`src/rtl/audio_dma_pkg.sv`:
```
package audio_dma_pkg;

    localparam int ADDR_W = 24;
    localparam int WORD_W = 16;

    typedef logic [ADDR_W-1:0] addr_t;
    typedef logic [WORD_W-1:0] word_t;

    typedef enum logic [3:0] {
        REG_CTRL    = 4'd0,
        REG_MODE    = 4'd1,
        REG_IRQEN   = 4'd2,
        REG_START_H = 4'd3,
        REG_START_M = 4'd4,
        REG_START_L = 4'd5,
        REG_END_H   = 4'd6,
        REG_END_M   = 4'd7,
        REG_END_L   = 4'd8,
        REG_POS_H   = 4'd9,
        REG_POS_M   = 4'd10,
        REG_POS_L   = 4'd11
    } reg_sel_e;

    typedef enum logic [1:0] {
        RATE_MUTE = 2'd0,
        RATE_LOW  = 2'd1,
        RATE_MID  = 2'd2,
        RATE_HIGH = 2'd3
    } rate_e;

    typedef struct packed {
        logic  mono;
        logic  wide;
        rate_e rate;
    } mode_t;

    typedef struct packed {
        word_t left;
        word_t right;
    } frame_t;

    function automatic logic [1:0] words_per_frame(mode_t m);
        return (m.wide && !m.mono) ? 2'd2 : 2'd1;
    endfunction

    function automatic logic [7:0] mode_to_byte(mode_t m);
        return {m.mono, m.wide, 4'b0000, m.rate};
    endfunction

    function automatic mode_t byte_to_mode(logic [7:0] b);
        mode_t m;
        m.mono = b[7];
        m.wide = b[6];
        m.rate = rate_e'(b[1:0]);
        return m;
    endfunction

    // lane 2 = bits 23:16, lane 1 = bits 15:8, lane 0 = bits 7:0
    function automatic addr_t put_byte(addr_t v, logic [1:0] lane, logic [7:0] b);
        addr_t r;
        r = v;
        case (lane)
            2'd2:    r[23:16] = b;
            2'd1:    r[15:8]  = b;
            default: r[7:0]   = b;
        endcase
        return r;
    endfunction

    function automatic logic [7:0] get_byte(addr_t v, logic [1:0] lane);
        case (lane)
            2'd2:    return v[23:16];
            2'd1:    return v[15:8];
            default: return v[7:0];
        endcase
    endfunction

    function automatic addr_t word_align(addr_t a);
        return {a[ADDR_W-1:1], 1'b0};
    endfunction

    function automatic word_t widen(logic [7:0] b);
        return {b, 8'h00};
    endfunction

endpackage

```
`src/rtl/audio_dma_regs.sv`:
```
module audio_dma_regs
    import audio_dma_pkg::*;
(
    input  logic       clk,
    input  logic       rst,
    input  logic       reg_wr,
    input  logic [3:0] reg_addr,
    input  logic [7:0] reg_wdata,
    output logic [7:0] reg_rdata,
    input  logic       stop_req,
    input  addr_t      pos,
    output logic       play_en,
    output logic       loop_en,
    output logic       start_pulse,
    output mode_t      mode,
    output logic [1:0] irq_route,
    output addr_t      start_pend,
    output addr_t      end_pend
);

    reg_sel_e sel;
    logic     wr_ctrl;

    assign sel         = reg_sel_e'(reg_addr);
    assign wr_ctrl     = reg_wr && (sel == REG_CTRL);
    assign start_pulse = wr_ctrl && reg_wdata[0] && !play_en;

    always_ff @(posedge clk) begin
        if (rst) begin
            play_en    <= 1'b0;
            loop_en    <= 1'b0;
            mode       <= '0;
            irq_route  <= '0;
            start_pend <= '0;
            end_pend   <= '0;
        end else begin
            if (wr_ctrl) begin
                play_en <= reg_wdata[0];
                loop_en <= reg_wdata[1];
            end else if (stop_req) begin
                play_en <= 1'b0;
            end
            if (reg_wr) begin
                case (sel)
                    REG_MODE:    mode       <= byte_to_mode(reg_wdata);
                    REG_IRQEN:   irq_route  <= reg_wdata[1:0];
                    REG_START_H: start_pend <= put_byte(start_pend, 2'd2, reg_wdata);
                    REG_START_M: start_pend <= put_byte(start_pend, 2'd1, reg_wdata);
                    REG_START_L: start_pend <= put_byte(start_pend, 2'd0, reg_wdata);
                    REG_END_H:   end_pend   <= put_byte(end_pend, 2'd2, reg_wdata);
                    REG_END_M:   end_pend   <= put_byte(end_pend, 2'd1, reg_wdata);
                    REG_END_L:   end_pend   <= put_byte(end_pend, 2'd0, reg_wdata);
                    default: ;
                endcase
            end
        end
    end

    always_comb begin
        case (sel)
            REG_CTRL:    reg_rdata = {6'b0, loop_en, play_en};
            REG_MODE:    reg_rdata = mode_to_byte(mode);
            REG_IRQEN:   reg_rdata = {6'b0, irq_route};
            REG_START_H: reg_rdata = get_byte(start_pend, 2'd2);
            REG_START_M: reg_rdata = get_byte(start_pend, 2'd1);
            REG_START_L: reg_rdata = get_byte(start_pend, 2'd0);
            REG_END_H:   reg_rdata = get_byte(end_pend, 2'd2);
            REG_END_M:   reg_rdata = get_byte(end_pend, 2'd1);
            REG_END_L:   reg_rdata = get_byte(end_pend, 2'd0);
            REG_POS_H:   reg_rdata = get_byte(pos, 2'd2);
            REG_POS_M:   reg_rdata = get_byte(pos, 2'd1);
            REG_POS_L:   reg_rdata = get_byte(pos, 2'd0);
            default:     reg_rdata = 8'h00;
        endcase
    end

    AST_STOP_CLEARS_RUN: assert property (@(posedge clk) disable iff (rst)
        stop_req && !wr_ctrl |=> !play_en);

    AST_STOP_WRITE_HALTS: assert property (@(posedge clk) disable iff (rst)
        wr_ctrl && !reg_wdata[0] |=> !play_en);

endmodule

```
`src/rtl/audio_dma_fetch.sv`:
```
module audio_dma_fetch
    import audio_dma_pkg::*;
(
    input  logic       clk,
    input  logic       rst,
    input  logic       play_en,
    input  logic       loop_en,
    input  logic       start_pulse,
    input  addr_t      start_pend,
    input  addr_t      end_pend,
    input  logic       fifo_room,
    input  logic [1:0] irq_route,
    input  logic       mem_ack,
    output logic       mem_req,
    output addr_t      mem_addr,
    output logic       push,
    output addr_t      pos,
    output logic       stop_req,
    output logic       irq,
    output logic       evt
);

    addr_t             cur;
    addr_t             end_act;
    logic [ADDR_W:0]   nxt_wide;
    logic              at_end;

    assign mem_req  = play_en && fifo_room;
    assign mem_addr = cur;
    assign pos      = cur;
    assign push     = mem_req && mem_ack;
    assign nxt_wide = {1'b0, cur} + (ADDR_W+1)'(2);
    assign at_end   = push && (nxt_wide >= {1'b0, end_act});
    assign stop_req = at_end && !loop_en;

    always_ff @(posedge clk) begin
        if (rst) begin
            cur     <= '0;
            end_act <= '0;
            irq     <= 1'b0;
            evt     <= 1'b0;
        end else begin
            if (start_pulse) begin
                cur     <= word_align(start_pend);
                end_act <= end_pend;
            end else if (push) begin
                if (at_end && loop_en) begin
                    cur     <= word_align(start_pend);
                    end_act <= end_pend;
                end else begin
                    cur <= nxt_wide[ADDR_W-1:0];
                end
            end
            irq <= at_end && irq_route[0];
            evt <= at_end && irq_route[1];
        end
    end

    AST_ADDR_HOLD: assert property (@(posedge clk) disable iff (rst)
        mem_req && !mem_ack && !start_pulse |=> mem_addr == $past(mem_addr));

    AST_START_LOAD: assert property (@(posedge clk) disable iff (rst)
        start_pulse |=> pos == {$past(start_pend[ADDR_W-1:1]), 1'b0});

    AST_IRQ_ROUTED: assert property (@(posedge clk) disable iff (rst)
        irq |-> $past(irq_route[0]));

    AST_EVT_ROUTED: assert property (@(posedge clk) disable iff (rst)
        evt |-> $past(irq_route[1]));

endmodule

```
`src/rtl/audio_dma_fifo.sv`:
```
module audio_dma_fifo
    import audio_dma_pkg::*;
#(
    parameter int DEPTH = 8
) (
    input  logic                       clk,
    input  logic                       rst,
    input  logic                       flush,
    input  logic                       push,
    input  word_t                      wdata,
    input  logic [1:0]                 pop_n,
    output logic [$clog2(DEPTH):0]     count,
    output word_t                      head0,
    output word_t                      head1
);

    localparam int AW = $clog2(DEPTH);
    localparam int CW = AW + 1;

    word_t           store [DEPTH];
    logic [AW-1:0]   rptr;
    logic [AW-1:0]   wptr;

    assign head0 = store[rptr];
    assign head1 = store[rptr + AW'(1)];

    always_ff @(posedge clk) begin
        if (push && !flush) begin
            store[wptr] <= wdata;
        end
    end

    always_ff @(posedge clk) begin
        if (rst || flush) begin
            rptr  <= '0;
            wptr  <= '0;
            count <= '0;
        end else begin
            if (push) wptr <= wptr + AW'(1);
            rptr  <= rptr + AW'(pop_n);
            count <= count + CW'(push) - CW'(pop_n);
        end
    end

    AST_NO_OVERFLOW: assert property (@(posedge clk) disable iff (rst)
        push && !flush |-> (count < CW'(DEPTH)) || (pop_n != 2'd0));

    AST_NO_UNDERFLOW: assert property (@(posedge clk) disable iff (rst)
        !flush |-> CW'(pop_n) <= count);

endmodule

```
`src/rtl/audio_dma_pacer.sv`:
```
module audio_dma_pacer
    import audio_dma_pkg::*;
#(
    parameter int DEPTH    = 8,
    parameter int DIV_LOW  = 4000,
    parameter int DIV_MID  = 2000,
    parameter int DIV_HIGH = 1000
) (
    input  logic                   clk,
    input  logic                   rst,
    input  logic                   flush,
    input  mode_t                  mode,
    input  logic [$clog2(DEPTH):0] count,
    input  word_t                  head0,
    input  word_t                  head1,
    output logic [1:0]             pop_n,
    output logic                   out_valid,
    output word_t                  out_left,
    output word_t                  out_right
);

    localparam int CW    = $clog2(DEPTH) + 1;
    localparam int TIM_W = $clog2(DIV_LOW + 1);

    logic [TIM_W-1:0] tim;
    logic [TIM_W-1:0] reload;
    logic             tick;
    logic             ready;
    logic             emit;
    logic             half;
    logic             half_n;
    logic [7:0]       byte_sel;
    frame_t           frame_n;

    always_comb begin
        case (mode.rate)
            RATE_LOW:  reload = TIM_W'(DIV_LOW - 1);
            RATE_MID:  reload = TIM_W'(DIV_MID - 1);
            RATE_HIGH: reload = TIM_W'(DIV_HIGH - 1);
            default:   reload = '0;
        endcase
    end

    assign tick  = (mode.rate != RATE_MUTE) && (tim == '0);
    assign ready = count >= CW'(words_per_frame(mode));
    assign emit  = tick && ready;

    always_ff @(posedge clk) begin
        if (rst || mode.rate == RATE_MUTE) begin
            tim <= '0;
        end else if (tim == '0) begin
            tim <= reload;
        end else begin
            tim <= tim - TIM_W'(1);
        end
    end

    assign byte_sel = half ? head0[7:0] : head0[15:8];

    always_comb begin
        frame_n = '0;
        pop_n   = 2'd0;
        half_n  = half;
        if (emit) begin
            if (mode.wide && mode.mono) begin
                frame_n.left  = head0;
                frame_n.right = head0;
                pop_n         = 2'd1;
            end else if (mode.wide) begin
                frame_n.left  = head0;
                frame_n.right = head1;
                pop_n         = 2'd2;
            end else if (mode.mono) begin
                frame_n.left  = widen(byte_sel);
                frame_n.right = widen(byte_sel);
                pop_n         = half ? 2'd1 : 2'd0;
                half_n        = !half;
            end else begin
                frame_n.left  = widen(head0[15:8]);
                frame_n.right = widen(head0[7:0]);
                pop_n         = 2'd1;
            end
        end
    end

    always_ff @(posedge clk) begin
        if (rst) begin
            out_valid <= 1'b0;
            out_left  <= '0;
            out_right <= '0;
            half      <= 1'b0;
        end else begin
            out_valid <= emit;
            if (emit) begin
                out_left  <= frame_n.left;
                out_right <= frame_n.right;
            end
            half <= flush ? 1'b0 : half_n;
        end
    end

    AST_MUTE_SILENT: assert property (@(posedge clk) disable iff (rst)
        mode.rate == RATE_MUTE |=> !out_valid);

endmodule

```
`src/rtl/audio_dma_player.sv`:
```
module audio_dma_player
    import audio_dma_pkg::*;
#(
    parameter int FIFO_DEPTH = 8,
    parameter int DIV_LOW    = 4000,
    parameter int DIV_MID    = 2000,
    parameter int DIV_HIGH   = 1000
) (
    input  logic        clk,
    input  logic        rst,
    input  logic        reg_wr,
    input  logic [3:0]  reg_addr,
    input  logic [7:0]  reg_wdata,
    output logic [7:0]  reg_rdata,
    output logic        mem_req,
    output logic [23:0] mem_addr,
    input  logic        mem_ack,
    input  logic [15:0] mem_rdata,
    output logic        out_valid,
    output logic [15:0] out_left,
    output logic [15:0] out_right,
    output logic        irq,
    output logic        evt
);

    localparam int CW = $clog2(FIFO_DEPTH) + 1;

    logic          play_en;
    logic          loop_en;
    logic          start_pulse;
    logic          stop_req;
    logic          push;
    logic          fifo_room;
    logic [1:0]    irq_route;
    logic [1:0]    pop_n;
    logic [CW-1:0] fifo_count;
    mode_t         mode;
    addr_t         start_pend;
    addr_t         end_pend;
    addr_t         pos;
    word_t         head0;
    word_t         head1;

    assign fifo_room = fifo_count < CW'(FIFO_DEPTH);

    audio_dma_regs u_regs (
        .clk        (clk),
        .rst        (rst),
        .reg_wr     (reg_wr),
        .reg_addr   (reg_addr),
        .reg_wdata  (reg_wdata),
        .reg_rdata  (reg_rdata),
        .stop_req   (stop_req),
        .pos        (pos),
        .play_en    (play_en),
        .loop_en    (loop_en),
        .start_pulse(start_pulse),
        .mode       (mode),
        .irq_route  (irq_route),
        .start_pend (start_pend),
        .end_pend   (end_pend)
    );

    audio_dma_fetch u_fetch (
        .clk        (clk),
        .rst        (rst),
        .play_en    (play_en),
        .loop_en    (loop_en),
        .start_pulse(start_pulse),
        .start_pend (start_pend),
        .end_pend   (end_pend),
        .fifo_room  (fifo_room),
        .irq_route  (irq_route),
        .mem_ack    (mem_ack),
        .mem_req    (mem_req),
        .mem_addr   (mem_addr),
        .push       (push),
        .pos        (pos),
        .stop_req   (stop_req),
        .irq        (irq),
        .evt        (evt)
    );

    audio_dma_fifo #(.DEPTH(FIFO_DEPTH)) u_fifo (
        .clk   (clk),
        .rst   (rst),
        .flush (start_pulse),
        .push  (push),
        .wdata (mem_rdata),
        .pop_n (pop_n),
        .count (fifo_count),
        .head0 (head0),
        .head1 (head1)
    );

    audio_dma_pacer #(
        .DEPTH   (FIFO_DEPTH),
        .DIV_LOW (DIV_LOW),
        .DIV_MID (DIV_MID),
        .DIV_HIGH(DIV_HIGH)
    ) u_pacer (
        .clk      (clk),
        .rst      (rst),
        .flush    (start_pulse),
        .mode     (mode),
        .count    (fifo_count),
        .head0    (head0),
        .head1    (head1),
        .pop_n    (pop_n),
        .out_valid(out_valid),
        .out_left (out_left),
        .out_right(out_right)
    );

endmodule

```
`config.mk`:
```
export PLATFORM = sky130hd
export DESIGN_NAME = audio_dma_player
export DESIGN_NICKNAME = d
export VERILOG_FILES = /design/src/rtl/audio_dma_pkg.sv /design/src/rtl/audio_dma_regs.sv /design/src/rtl/audio_dma_fetch.sv /design/src/rtl/audio_dma_fifo.sv /design/src/rtl/audio_dma_pacer.sv /design/src/rtl/audio_dma_player.sv
export SDC_FILE = /design/constraint.sdc
export NUM_CORES = 1
export LEC_CHECK = 0
export ABC_AREA = 1
export BUFFER_PORTS_ARGS = -buffer_cell sky130_fd_sc_hd__buf_2
export CAP_MARGIN = 20
export CORE_UTILIZATION = 33
export DETAILED_ROUTE_END_ITERATION = 6
export PLACE_DENSITY = 0.45
export SLEW_MARGIN = 10
export SYNTH_ARGS = -nofsm -noshare
export SYNTH_HDL_FRONTEND = slang
export SYNTH_SLANG_ARGS = --single-unit
```
`constraint.sdc`:
```
create_clock -name clk -period 8.8 [get_ports clk]
set_clock_uncertainty 0.05 [all_clocks]
set_input_delay 1.76 -clock clk [delete_from_list [all_inputs] [get_ports clk]]
set_output_delay 1.76 -clock clk [all_outputs]
set_load 0.02 [all_outputs]
```
Yosys cells after proc, flatten, opt, wreduce, memory -nomap -nowiden
Memory sizes are Yosys's and may differ from the RTL's. A register that Yosys moved wholly into a read port is not among the register bits.
Index checks and enable logic that the tools add are counted.
{"block": "word_totals", "regBits": 162, "mem_bits_rw": 128, "in_bits": 32, "output_inout_bits": 68, "n_memories": 1}
{"block": "op_classes", "add_sub_neg": 7, "order_cmp": 3, "n_eq_ne": 14, "muxes": 26, "bitwise_logic": 8, "reduce_logical": 40}
{"name": "u_fifo.store", "words": 8, "width": 16, "read_ports": 2, "rd_ports_with_merged_regs": 1, "write_ports": 1, "line": "audio_dma_fifo.sv:20", "source": "word_t store [DEPTH];"}
{"op": "$mux W24", "count": 6}
{"op": "$pmux W24 S3", "count": 2}
{"op": "$mux W32", "count": 3}
{"op": "$pmux W8 S12", "count": 1}
{"op": "$pmux W12 S3", "count": 1}
{"op": "$reduce_and A4 Y1", "count": 7}
{"op": "$add A24 B2 Y25 const B", "count": 1}
{"op": "$ge A25 B24 Y1", "count": 1}
{"op": "$eq A4 B3 Y1 const B", "count": 4}
{"op": "$eq A4 B4 Y1 const B", "count": 4}
{"op": "$logic_and A1 B1 Y1", "count": 15}
{"op": "$logic_not A12 Y1", "count": 1}
{"op": "$mux W12", "count": 1}
{"op": "$sub A12 B1 Y12 const B", "count": 1}
{"op": "$mux W2", "count": 5}
{"op": "$eq A4 B2 Y1 const B", "count": 2}
{"op": "$mux W8", "count": 1}
{"op": "$not A1 Y1", "count": 8}
{"op": "$reduce_bool A2 Y1", "count": 4}
{"op": "$add A3 B1 Y3 const B", "count": 2}
{"op": "$reduce_and A2 Y1", "count": 3}
{"op": "$logic_not A1 Y1", "count": 5}
{"op": "$mux W1", "count": 5}
{"op": "$add A4 B1 Y4", "count": 1}
{"op": "12 further kinds", "count": 14}

Depth between registers and ports, before layout
Gate-level depths: netlist of the first run.
{"block": "depth", "word_depth": 8, "depth_mapped": 24}

Cells and area by module
A second synthesis of the first run with hierarchy kept.
{"block": "unflattened", "cells_unflattened": 2361, "hier_area_um2": 16849.9}
{"mod": "audio_dma_fifo", "instances": 1, "cells_each": 931, "area_per_inst_um2": 7467.2, "seq_area_each_um2": 4043.9}
{"mod": "audio_dma_fetch", "instances": 1, "cells_each": 598, "area_per_inst_um2": 3901.2, "seq_area_each_um2": 1001.0}
{"mod": "audio_dma_regs", "instances": 1, "cells_each": 451, "area_per_inst_um2": 2902.8, "seq_area_each_um2": 1121.1}
{"mod": "audio_dma_pacer", "instances": 1, "cells_each": 380, "area_per_inst_um2": 2575.0, "seq_area_each_um2": 920.9}
{"mod": "audio_dma_player", "instances": 1, "cells_each": 1, "area_per_inst_um2": 3.8, "seq_area_each_um2": 0.0}

Worst setup path after synthesis of the first run
Ideal clock, no wire load.
{"block": "synth_timing", "kind": "input-to-output", "start": "in reg_addr[3]", "end": "out reg_rdata[5]", "t_arrival_ns": 2.843, "t_required_ns": 6.990, "setup_slack_ns": 4.147, "path_stages": 5, "path_buffers": 0, "path_cell_list": "nor2_1 -> inv_1 -> nor2_1 -> inv_1 -> o21ai_0"}
{"block": "synth_via", "elab_chain_len": 2, "elab_cells_between_ends": 13}
{"element": "from (decl)", "line": "audio_dma_player.sv:12", "source": "input logic [3:0] reg_addr,"}
{"element": "$eq A4 B4 Y1, or another cell as far along"}
{"element": "$pmux W8 S12 *", "line": "audio_dma_regs.sv:60", "source": "case (sel)"}
{"element": "to (decl)", "line": "audio_dma_player.sv:14", "source": "output logic [7:0] reg_rdata,"}
Mark *: on every way between the ends. The rest lies on a longest branch, timed or not.

Worst setup path after layout of the first run
{"block": "layout_timing", "start": "in reg_addr[0]", "end": "out reg_rdata[6]"}
The elaborated chain is that of the path after synthesis.

==> results.cfg, run 1 <==
[status]
status = complete, no violations

[timing]
worst_pin_slew_ps = 1110
hold_viol = 0
setup_viol = 0
slew_headroom = 0.261
setup_tns_ps = 0
fin_crit_ps = 5210
finalMaxSlewViolations = 0
rsz0062_at_grt = false
clock.fmax_ghz = 0.192
finalCritPeriodShare = 0.592

[clocking]
cts_hold_buf = 0
clk_path_buf_depth = 3
cts_buffers = 36
cts_sinks = 290
ctsResizeCount = 0
path_clk_slew_ps = 60
root_buffer = clkbuf_16
clk_latency_ps = 560
cts_max_level = 2
post-cts-setup-buffer-count = 0
cts_tree = yes

[drt]
finalWirelength_um = 54000
drtIter0Drc = 1028
post-route-drc-count = 0
first_pass_iters = 6
met2_length_um = 25800
ant_nets = 0
highest_layer = met4
via_per_inst = 5.32
wl_per_cell_um = 21.4
routed-wl-met3_um = 2550
vias = 13395
met1_length_um = 23300

[grt]
grt_max_degree = 99
antenna_found_initial = 1
globalRoute.totalOverflow = 0
grt_pass1_vias = 12799
grtUsageTotal = 0.232
grt_pass1_wl_um = 80300

[finish]
fillers = 4635
instances_no_fill = 2520
drive_above_1_share = 0.111
area_growth_pct = 14.9
final_nets = 1975

[yosys]
syn-cell-area_um2 = 14900
ys_ff_latch = 290
syn-mean-instance-area_um2 = 8.09
ys_types = 53
syn_inst = 1839
ys_warn_count = 0
synth_fp_nets = 1915
yosysSeqAreaShare = 0.477

[power_and_ir_drop]
powerDensity_nw_per_um2 = 185
p_sw_mw = 0.755
p_sw_frac = 0.239
leakagePower_nw = 6.72
internal_power_mw = 2.40
p_comb_frac = 0.057
clkPwrFrac = 0.490
seqPwrFrac = 0.453
power_mw = 3.16
ir_drop_uv = 207

[place]
io_buffer_count = 99
dp.cells = 2453
hpwl_um = 36400
gp_congestion = 0.876

[setup_path]
critical_path_class = input pin to output port
crit_fanout = 6
critPathSlowestCell = nor2_1
crit_required_ps = 6990
path_cells = buf_2, nor2_1, inv_1, nor2_1, inv_1, o21ai_0, nor4_1, o221ai_1, buf_2
cp-end-kind = output port
worstPathArrival_ps = 3400
path_delay_family = simple AND/OR/NAND/NOR gates
max_stage_delay_ps = 400
critPathLaunchType = input pin
cp_num_buf_inv = 4

[die]
dieHeight_um = 214
coreArea_um2 = 44300
ios = 100
fp-row-count = 77
die_w_um = 214
initial_utilization = 0.336
dieArea_um2 = 45900

[hold_path]
hp-class = register to register

[run]
maxCapViolations = 0
==> flip-flops by register name (all words and copies together) (netlist names), 2 cells and up <==
name               count
u_fifo.wptr            3
u_pacer.out_left      16
u_regs.mode            4
u_regs.end_pend       24
u_regs.irq_route       2
u_regs.start_pend     24
u_fifo.store         128
u_fifo.rptr            3
u_pacer.out_right     16
u_fetch.end_act       24
u_fifo.count           4
u_pacer.tim           12
u_fetch.mem_addr      24
==> path summary, 6_finish.rpt <==
check,cells after the start,slack [ps],endpoint,startpoint
max,9,3590,reg_rdata[6],reg_addr[0]
min,1,390,u_pacer.tim[0],u_pacer.tim[0]
max reg2reg,22,4360,u_fetch.end_act[3],u_fetch.mem_addr[1]
min reg2reg,1,390,u_pacer.tim[0],u_pacer.tim[0]
==> power groups by stage <==
stage	clock, mW	sequential (mW)	combinational, mW
3_5_place_dp	0	1.46	0.180
6_report	1.55	1.43	0.180
4_1_cts	1.59	1.43	0.181
5_1_grt	1.64	1.43	0.201
3_3_place_gp	0	1.46	0.180
2_1_floorplan	0	1.45	0.114
==> worst register-to-register path: cells and delay by family, from the launching register on <==
family                     cells  cell delay [ps]
AOI/OAI and AO/OA              1              190
DFF                            1              380
and+or+nand+nor               17             2930
buffers and inverters          2              300
adders and majority gates      2              460
==> logic make-up after synthesis <==
logic type,share of synthesized area
AO/OA/AOI/OAI,0.196
XOR/XNOR,0.0146
adder cells (fa/ha/maj),0.0380
flip-flops,0.477
AND/OR/NAND/NOR,0.180
buffers and inverters,0.0948
==> per-stage QoR <==
| step | hold WS [ps] | cell area [um2] | utilization | setup slack (ps) |
|---|---|---|---|---|
| after floorplan | 362 | 14900 | - | 4150 |
| after global placement | 378 | 15800 | 0.358 | 3610 |
| after detailed placement | 379 | 15800 | 0.358 | 3620 |
| after CTS | 387 | 17100 | 0.385 | 3600 |
| after global routing | 434 | 17100 | 0.385 | 3430 |
| final | 386 | 17100 | 0.385 | 3590 |
==> metal layers <==
layer / vias to the layer above / track usage
li1: 6419 / -
met1: 6490 / 0.288
met2: 377 / 0.397
met3: 109 / 0.0319
met4: 0 / 0.110
met5: - / 0
==> Yosys cell counts, drive strengths merged <==
cell type	number	area share
a221oi	2	0.0012
nand2	206	0.054
o221ai	17	0.010
o2111ai	1	0.00059
o21a	7	0.0035
a21oi	153	0.051
or2	2	0.00084
buf	41	0.016
a211oi	3	0.0015
o211a	1	0.00067
o41ai	1	0.00059
ha	42	0.035
a311oi	1	0.00059
a31oi	10	0.0042
nand4	30	0.013
xor2	19	0.011
nand3	136	0.048
fa	2	0.0027
a22oi	8	0.0040
inv	255	0.065
edfxtp	128	0.26
o21ai	230	0.077
nor3	6	0.0031
nor2	216	0.058
a21o	2	0.0010
nand3b	2	0.0010
and2	1	0.00042
nor4	5	0.0025
clkinv	1	0.00025
dfxtp	162	0.22
o22ai	52	0.022
xnor2	5	0.0034
o31ai	8	0.0040
clkbuf	57	0.014
o211ai	27	0.014
==> placed cells by master, fill, tap and decap left out, types with 10 or more instances in the layout <==
master,Yosys,layout
nor2_1,210,202
inv_1,248,246
o21ai_1,20,20
nand2_1,201,201
o21ai_0,210,210
dfxtp_1,162,160
buf_2,27,99
edfxtp_1,128,128
buf_4,4,21
o211ai_1,27,27
o22ai_1,52,52
nand3_1,133,133
a21oi_1,153,153
xor2_1,19,19
nand4_1,30,30
o221ai_1,17,17
clkbuf_16,0,36
ha_1,42,42
a31oi_1,10,10
==> cell type report <==
class                           count  area (um2)  area share
Sequential cell                   290        7090       0.415
Multi-Input combinational cell   1195        6390       0.374
Clock buffer                       49        1020      0.0597
Inverter                          256         963      0.0564
Tap cell                          592         741      0.0434
Timing Repair Buffer              120         653      0.0382
Clock inverter                     17         215      0.0126
Antenna cell                        1        2.50    0.000146
No activity file was read; power rests on OpenSTA's default activity.
==> inputs of run 2 (changes only) <==
--- a/config.mk
+++ b/config.mk
@@ -10,7 +10,7 @@
 export CAP_MARGIN = 20
 export CORE_UTILIZATION = 33
 export DETAILED_ROUTE_END_ITERATION = 6
-export PLACE_DENSITY = 0.45
+export PLACE_DENSITY = 0.46
 export SLEW_MARGIN = 10
 export SYNTH_ARGS = -nofsm -noshare
 export SYNTH_HDL_FRONTEND = slang
==> constraint.sdc (replaced) <==
create_clock -name clk -period 4.5 [get_ports clk]
set_clock_uncertainty 0.05 [all_clocks]
set_input_delay 0.9 -clock clk [delete_from_list [all_inputs] [get_ports clk]]
set_output_delay 0.9 -clock clk [all_outputs]
set_load 0.02 [all_outputs]
==> results.cfg, run 2 (same netlist as run 1, synthesis figures left out) <==
[clocking]
post-cts-setup-buffer-count = 0
path_clk_slew_ps = 50
ctsResizeCount = 0
clk_path_buf_depth = 3
cts_sinks = 290
cts_max_level = 2
cts_tree = yes
root_buffer = clkbuf_16
cts_buffers = 36
clk_latency_ps = 540
cts_hold_buf = 0

[timing]
finalMaxSlewViolations = 0
hold_viol = 0
finalCritPeriodShare = 0.871
setup_tns_ps = 0
hold_slack_ps = 394
fin_crit_ps = 3920
rsz0062_at_grt = false
clock.fmax_ghz = 0.255
worst_pin_slew_ps = 1080
slew_headroom = 0.277
postLayoutSetupSlackWorst_ps = 582
setup_viol = 0

[die]
dieHeight_um = 214
fp-row-count = 77
die_w_um = 214
ios = 100
dieArea_um2 = 45900
coreArea_um2 = 44300
initial_utilization = 0.336

[place]
gp_congestion = 0.948
io_buffer_count = 99
place_ws_ps = 567
hpwl_um = 35400
dp.cells = 2462

[grt]
antenna_found_initial = 0
grtUsageTotal = 0.224
grt_max_degree = 81
globalRoute.totalOverflow = 0
grt_pass1_wl_um = 78300
grt_pass1_vias = 12711

[status]
status = complete, no violations

[finish]
largest_reg_flops = 128
utilization = 0.386
drive_above_1_share = 0.115
layout_commonest_cell = inv_1
instances_no_fill = 2526
layout_common_cells = inv_1 (246), o21ai_0 (210), nor2_1 (202), nand2_1 (201), dfxtp_1 (160)
area_growth_pct = 14.9
regMostFlops = u_fifo.store
antenna_cells = 0
final_nets = 1984

[run]
maxCapViolations = 0

[drt]
post-route-drc-count = 0
ant_nets = 0
first_pass_iters = 5
wl_per_cell_um = 20.5
drtIter0Drc = 1135
vias = 13349
via_per_inst = 5.28
finalWirelength_um = 51700

[setup_path]
critical_path_class = input pin to output port
cp-end-kind = output port
crit_fanout = 6
critPathLaunchType = input pin
worstPathArrival_ps = 2970
crit_required_ps = 3550

[power_and_ir_drop]
leakagePower_nw = 6.73
powerDensity_nw_per_um2 = 354
ir_drop_uv = 289

[hold_path]
hp-class = register to register
-- run 2: area by class of cell --
cell class	count	area [um2]
Fill cell	4603	27200
Sequential cell	290	7090
Multi-Input combinational cell	1195	6390
Clock buffer	47	1000
Inverter	256	963
Tap cell	592	741
Timing Repair Buffer	129	724
Clock inverter	17	171
-- run 2: metal layers --
layer | vias up | share of wire | global-route usage
met5 | - | 0 | 0
met4 | 0 | 0.045 | 0.110
met1 | 6362 | 0.43 | 0.284
li1 | 6435 | - | -
met3 | 112 | 0.052 | 0.0301
met2 | 440 | 0.47 | 0.374
-- run 2: path summary, 6_finish.rpt --
kind | startpoint | endpoint | slack (ps) | depth (start not counted)
worst max register to register | u_fetch.mem_addr[1] | u_fetch.end_act[1] | 760 | 20
worst min-delay path | u_pacer.tim[0] | u_pacer.tim[0] | 390 | 1
worst max-delay path | reg_addr[0] | reg_rdata[6] | 580 | 10
worst min register to register | u_pacer.tim[0] | u_pacer.tim[0] | 390 | 1
-- run 2: report_power, final --
part,switching [mW],internal (mW)
clock network,1.15,1.75
logic,0.257,0.0988
registers,0.0223,2.77
-- run 2: per-stage QoR --
step	instance area, um2	power (mW)
6_report	17100	6.05
5_1_grt	17100	6.27
4_1_cts	17100	6.13
3_5_place_dp	15900	3.21
3_3_place_gp	15900	3.20
2_1_floorplan	14900	3.07
-- run 2: critical path: stages --
cell      delay (ps)
buf_2            130
nor2_1           100
inv_1             80
nor2_1            50
buf_4            170
inv_1            210
o21ai_0          180
nor4_1           580
o221ai_1         330
buf_2            250
==> inputs of run 3 (changes only) <==
--- a/config.mk
+++ b/config.mk
@@ -5,12 +5,14 @@
 export SDC_FILE = /design/constraint.sdc
 export NUM_CORES = 1
 export LEC_CHECK = 0
-export ABC_AREA = 1
+export ABC_AREA = 0
 export BUFFER_PORTS_ARGS = -buffer_cell sky130_fd_sc_hd__buf_2
 export CAP_MARGIN = 20
 export CORE_UTILIZATION = 33
+export CTS_CLUSTER_SIZE = 20
 export DETAILED_ROUTE_END_ITERATION = 6
-export PLACE_DENSITY = 0.46
+export PLACE_DENSITY = 0.47
+export RECOVER_POWER = 100
 export SLEW_MARGIN = 10
 export SYNTH_ARGS = -nofsm -noshare
 export SYNTH_HDL_FRONTEND = slang
==> results.cfg, run 3 <==
[grt]
grt_max_degree = 74
antenna_found_initial = 2
grt_pass1_wl_um = 67900
grt_pass1_vias = 10643
globalRoute.totalOverflow = 0
grtUsageTotal = 0.207

[yosys]
async_reset_ff_frac = 0
synth_most_common_cell = dfxtp_1
synth_fp_nets = 1371
ys_warn_count = 0
yosysSeqAreaShare = 0.498
netlist_top_cells_area = edfxtp_1 (27%), dfxtp_1 (23%), mux4_2 (10%), mux2i_1 (4.9%), ha_1 (3.7%)
syn_inst = 1295
ys_ff_latch = 290
synth_top_area_frac = 0.270
synth.top_cells.by_count = dfxtp_1 (162), edfxtp_1 (128), nand2_1 (114), a21oi_1 (97), nor2_1 (86)
synthFlopType = dfxtp_1
yosysTopAreaCell = edfxtp_1
ys_types = 64
syn-mean-instance-area_um2 = 11.0
syn-cell-area_um2 = 14200
synth_edf_count = 128

[setup_path]
crit_required_ps = 4950
r2r-start = u_fetch.mem_addr[2]
critPathSlowestCell = nor4bb_2
max_stage_delay_ps = 440
worstPathArrival_ps = 4680
cp-end-kind = register
crit_start = u_fetch.mem_addr[2]
crit_fanout = 20
critical_path_class = register to register
crit_path_frequent_cell = nand4_1
path_cells = ha_1, nand4_1, nor4_2, and2_1, nand4_1, xnor2_1, ha_1, nand4_1, nor4bb_2, nand4_1, and4_1, a31o_2, a21oi_1, buf_6, a221o_1
reg2reg_depth = 15
critPathLaunchType = register

[timing]
hold_viol = 0
finalCritPeriodShare = 0.941
setup_tns_ps = 0
slew_headroom = -0.0348
worst_pin_slew_ps = 1540
setup_viol = 0
fin_crit_ps = 4240
clock.fmax_ghz = 0.236
hold_slack_ps = 400
finalMaxSlewViolations = 26

[die]
die_w_um = 210
dieHeight_um = 210
ios = 100
coreArea_um2 = 42200
fp-row-count = 75
initial_utilization = 0.337
dieArea_um2 = 44000

[clocking]
cts_max_level = 2
root_buffer = clkbuf_16
clk_latency_ps = 560
path_clk_slew_ps = 60
cts_sinks = 290
cts_buffers = 35
cts_hold_buf = 0
cts_tree = yes
clk_path_buf_depth = 3

[drt]
finalWirelength_um = 45000
ant_nets = 0
wl_per_cell_um = 23.0
via_per_inst = 5.59
vias = 10921
post-route-drc-count = 0
first_pass_iters = 5
drtIter0Drc = 823

[place]
gp_congestion = 0.904
dp.cells = 1889
hpwl_um = 30700
io_buffer_count = 99

[power_and_ir_drop]
clkPwrFrac = 0.480
power_mw = 5.69
seqPwrFrac = 0.487
ir_drop_uv = 238
powerDensity_nw_per_um2 = 347
p_comb_frac = 0.033
leakagePower_nw = 5.43
internal_power_mw = 4.40
p_sw_mw = 1.29
p_sw_frac = 0.227

[finish]
layout_commonest_cell = dfxtp_1
regMostFlops = u_fifo.store
fillers = 4216
area_growth_pct = 15.1
largest_reg_flops = 128
layout_common_cells = dfxtp_1 (161), edfxtp_1 (128), nand2_1 (114), clkbuf_1 (104), a21oi_1 (97)
drive_above_1_share = 0.137
final_nets = 1463
instances_no_fill = 1952

[status]
violations = max-capacitance violations, max-slew violations
status = finished with violations

[run]
maxCapViolations = 2

[hold_path]
min_from = u_pacer.out_right[6]
hp-class = register to register
min_path_cells = 2
==> run 3: cell count changes after synthesis, sizes merged, moves of 56 or more <==
cell / delta
a21oi: -56
inv: -207
mux2i: +70
mux4: +65
nand2: -92
nand3: -61
nor2: -130
o21ai: -166
==> run 3: area by class of cell <==
type	count	area (um2)	area share
multi-input cells	869	6650	0.406
flip-flops and latches	290	7090	0.433
clock buffers	51	1030	0.0627
inverters	48	180	0.0110
diodes	1	2.50	0.000153
well taps	539	674	0.0412
clock inverters	11	78.8	0.00481
repair buffers	143	682	0.0416
==> run 3: cells by family (layout without fill, tap and decap cells) <==
group | after synthesis | in the layout | share of synthesized area
and+or+nand+nor | 382 | 382 | 0.129
DFF | 290 | 290 | 0.498
muxes | 145 | 145 | 0.160
buffers and inverters | 136 | 253 | 0.0367
AOI/OAI and AO/OA | 273 | 273 | 0.121
adders and majority gates | 44 | 44 | 0.0397
other | 0 | 1 | 0
xor gates and xnor gates | 25 | 25 | 0.0154
==> run 3: final timing paths <==
kind,to,slack (ps)
worst max-delay path,u_fetch.mem_addr[15],260
worst min-delay path,u_pacer.out_right[6],400
worst max register to register,u_fetch.mem_addr[15],260
worst min register to register,u_pacer.out_right[6],400
==> run 3: repair_timing <==
action / in CTS / in global routing
resized for setup: 0 / 3
setup buffers: 0 / 0
setup endpoints to repair: 0 / 47
==> run 3: power by group through the flow <==
| stage | clock, mW | sequential [mW] | combinational [mW] |
|---|---|---|---|
| 4_1_cts | 2.80 | 2.77 | 0.194 |
| 3_3_place_gp | 0 | 2.82 | 0.193 |
| 2_1_floorplan | 0 | 2.82 | 0.112 |
| 6_report | 2.73 | 2.77 | 0.189 |
| 3_5_place_dp | 0 | 2.82 | 0.193 |
| 5_1_grt | 2.90 | 2.77 | 0.206 |
==> run 3: critical path, delay by kind of cell, from the launching register on <==
family,cells,cell delay [ps]
and+or+nand+nor,8,1990
AOI/OAI and AO/OA,3,620
adders and majority gates,2,610
buffers and inverters,1,240
DFF,1,430
xor gates and xnor gates,1,210
==> run 3: stage by stage <==
step / instance area, um2 / setup WS, ps / utilization
6_report: 16400 / 264 / 0.388
5_1_grt: 16400 / -22.0 / 0.388
4_1_cts: 16600 / 119 / 0.393
3_5_place_dp: 15500 / 146 / 0.367
3_3_place_gp: 15500 / 373 / 0.367
2_1_floorplan: 14200 / 523 / -
==> run 3: routing by layer <==
layer	share of wire	GRT usage	up-vias
met5	0.00024	0	-
met2	0.47	0.337	376
met1	0.44	0.275	5384
met4	0.037	0.0843	2
li1	-	-	5063
met3	0.056	0.0329	96
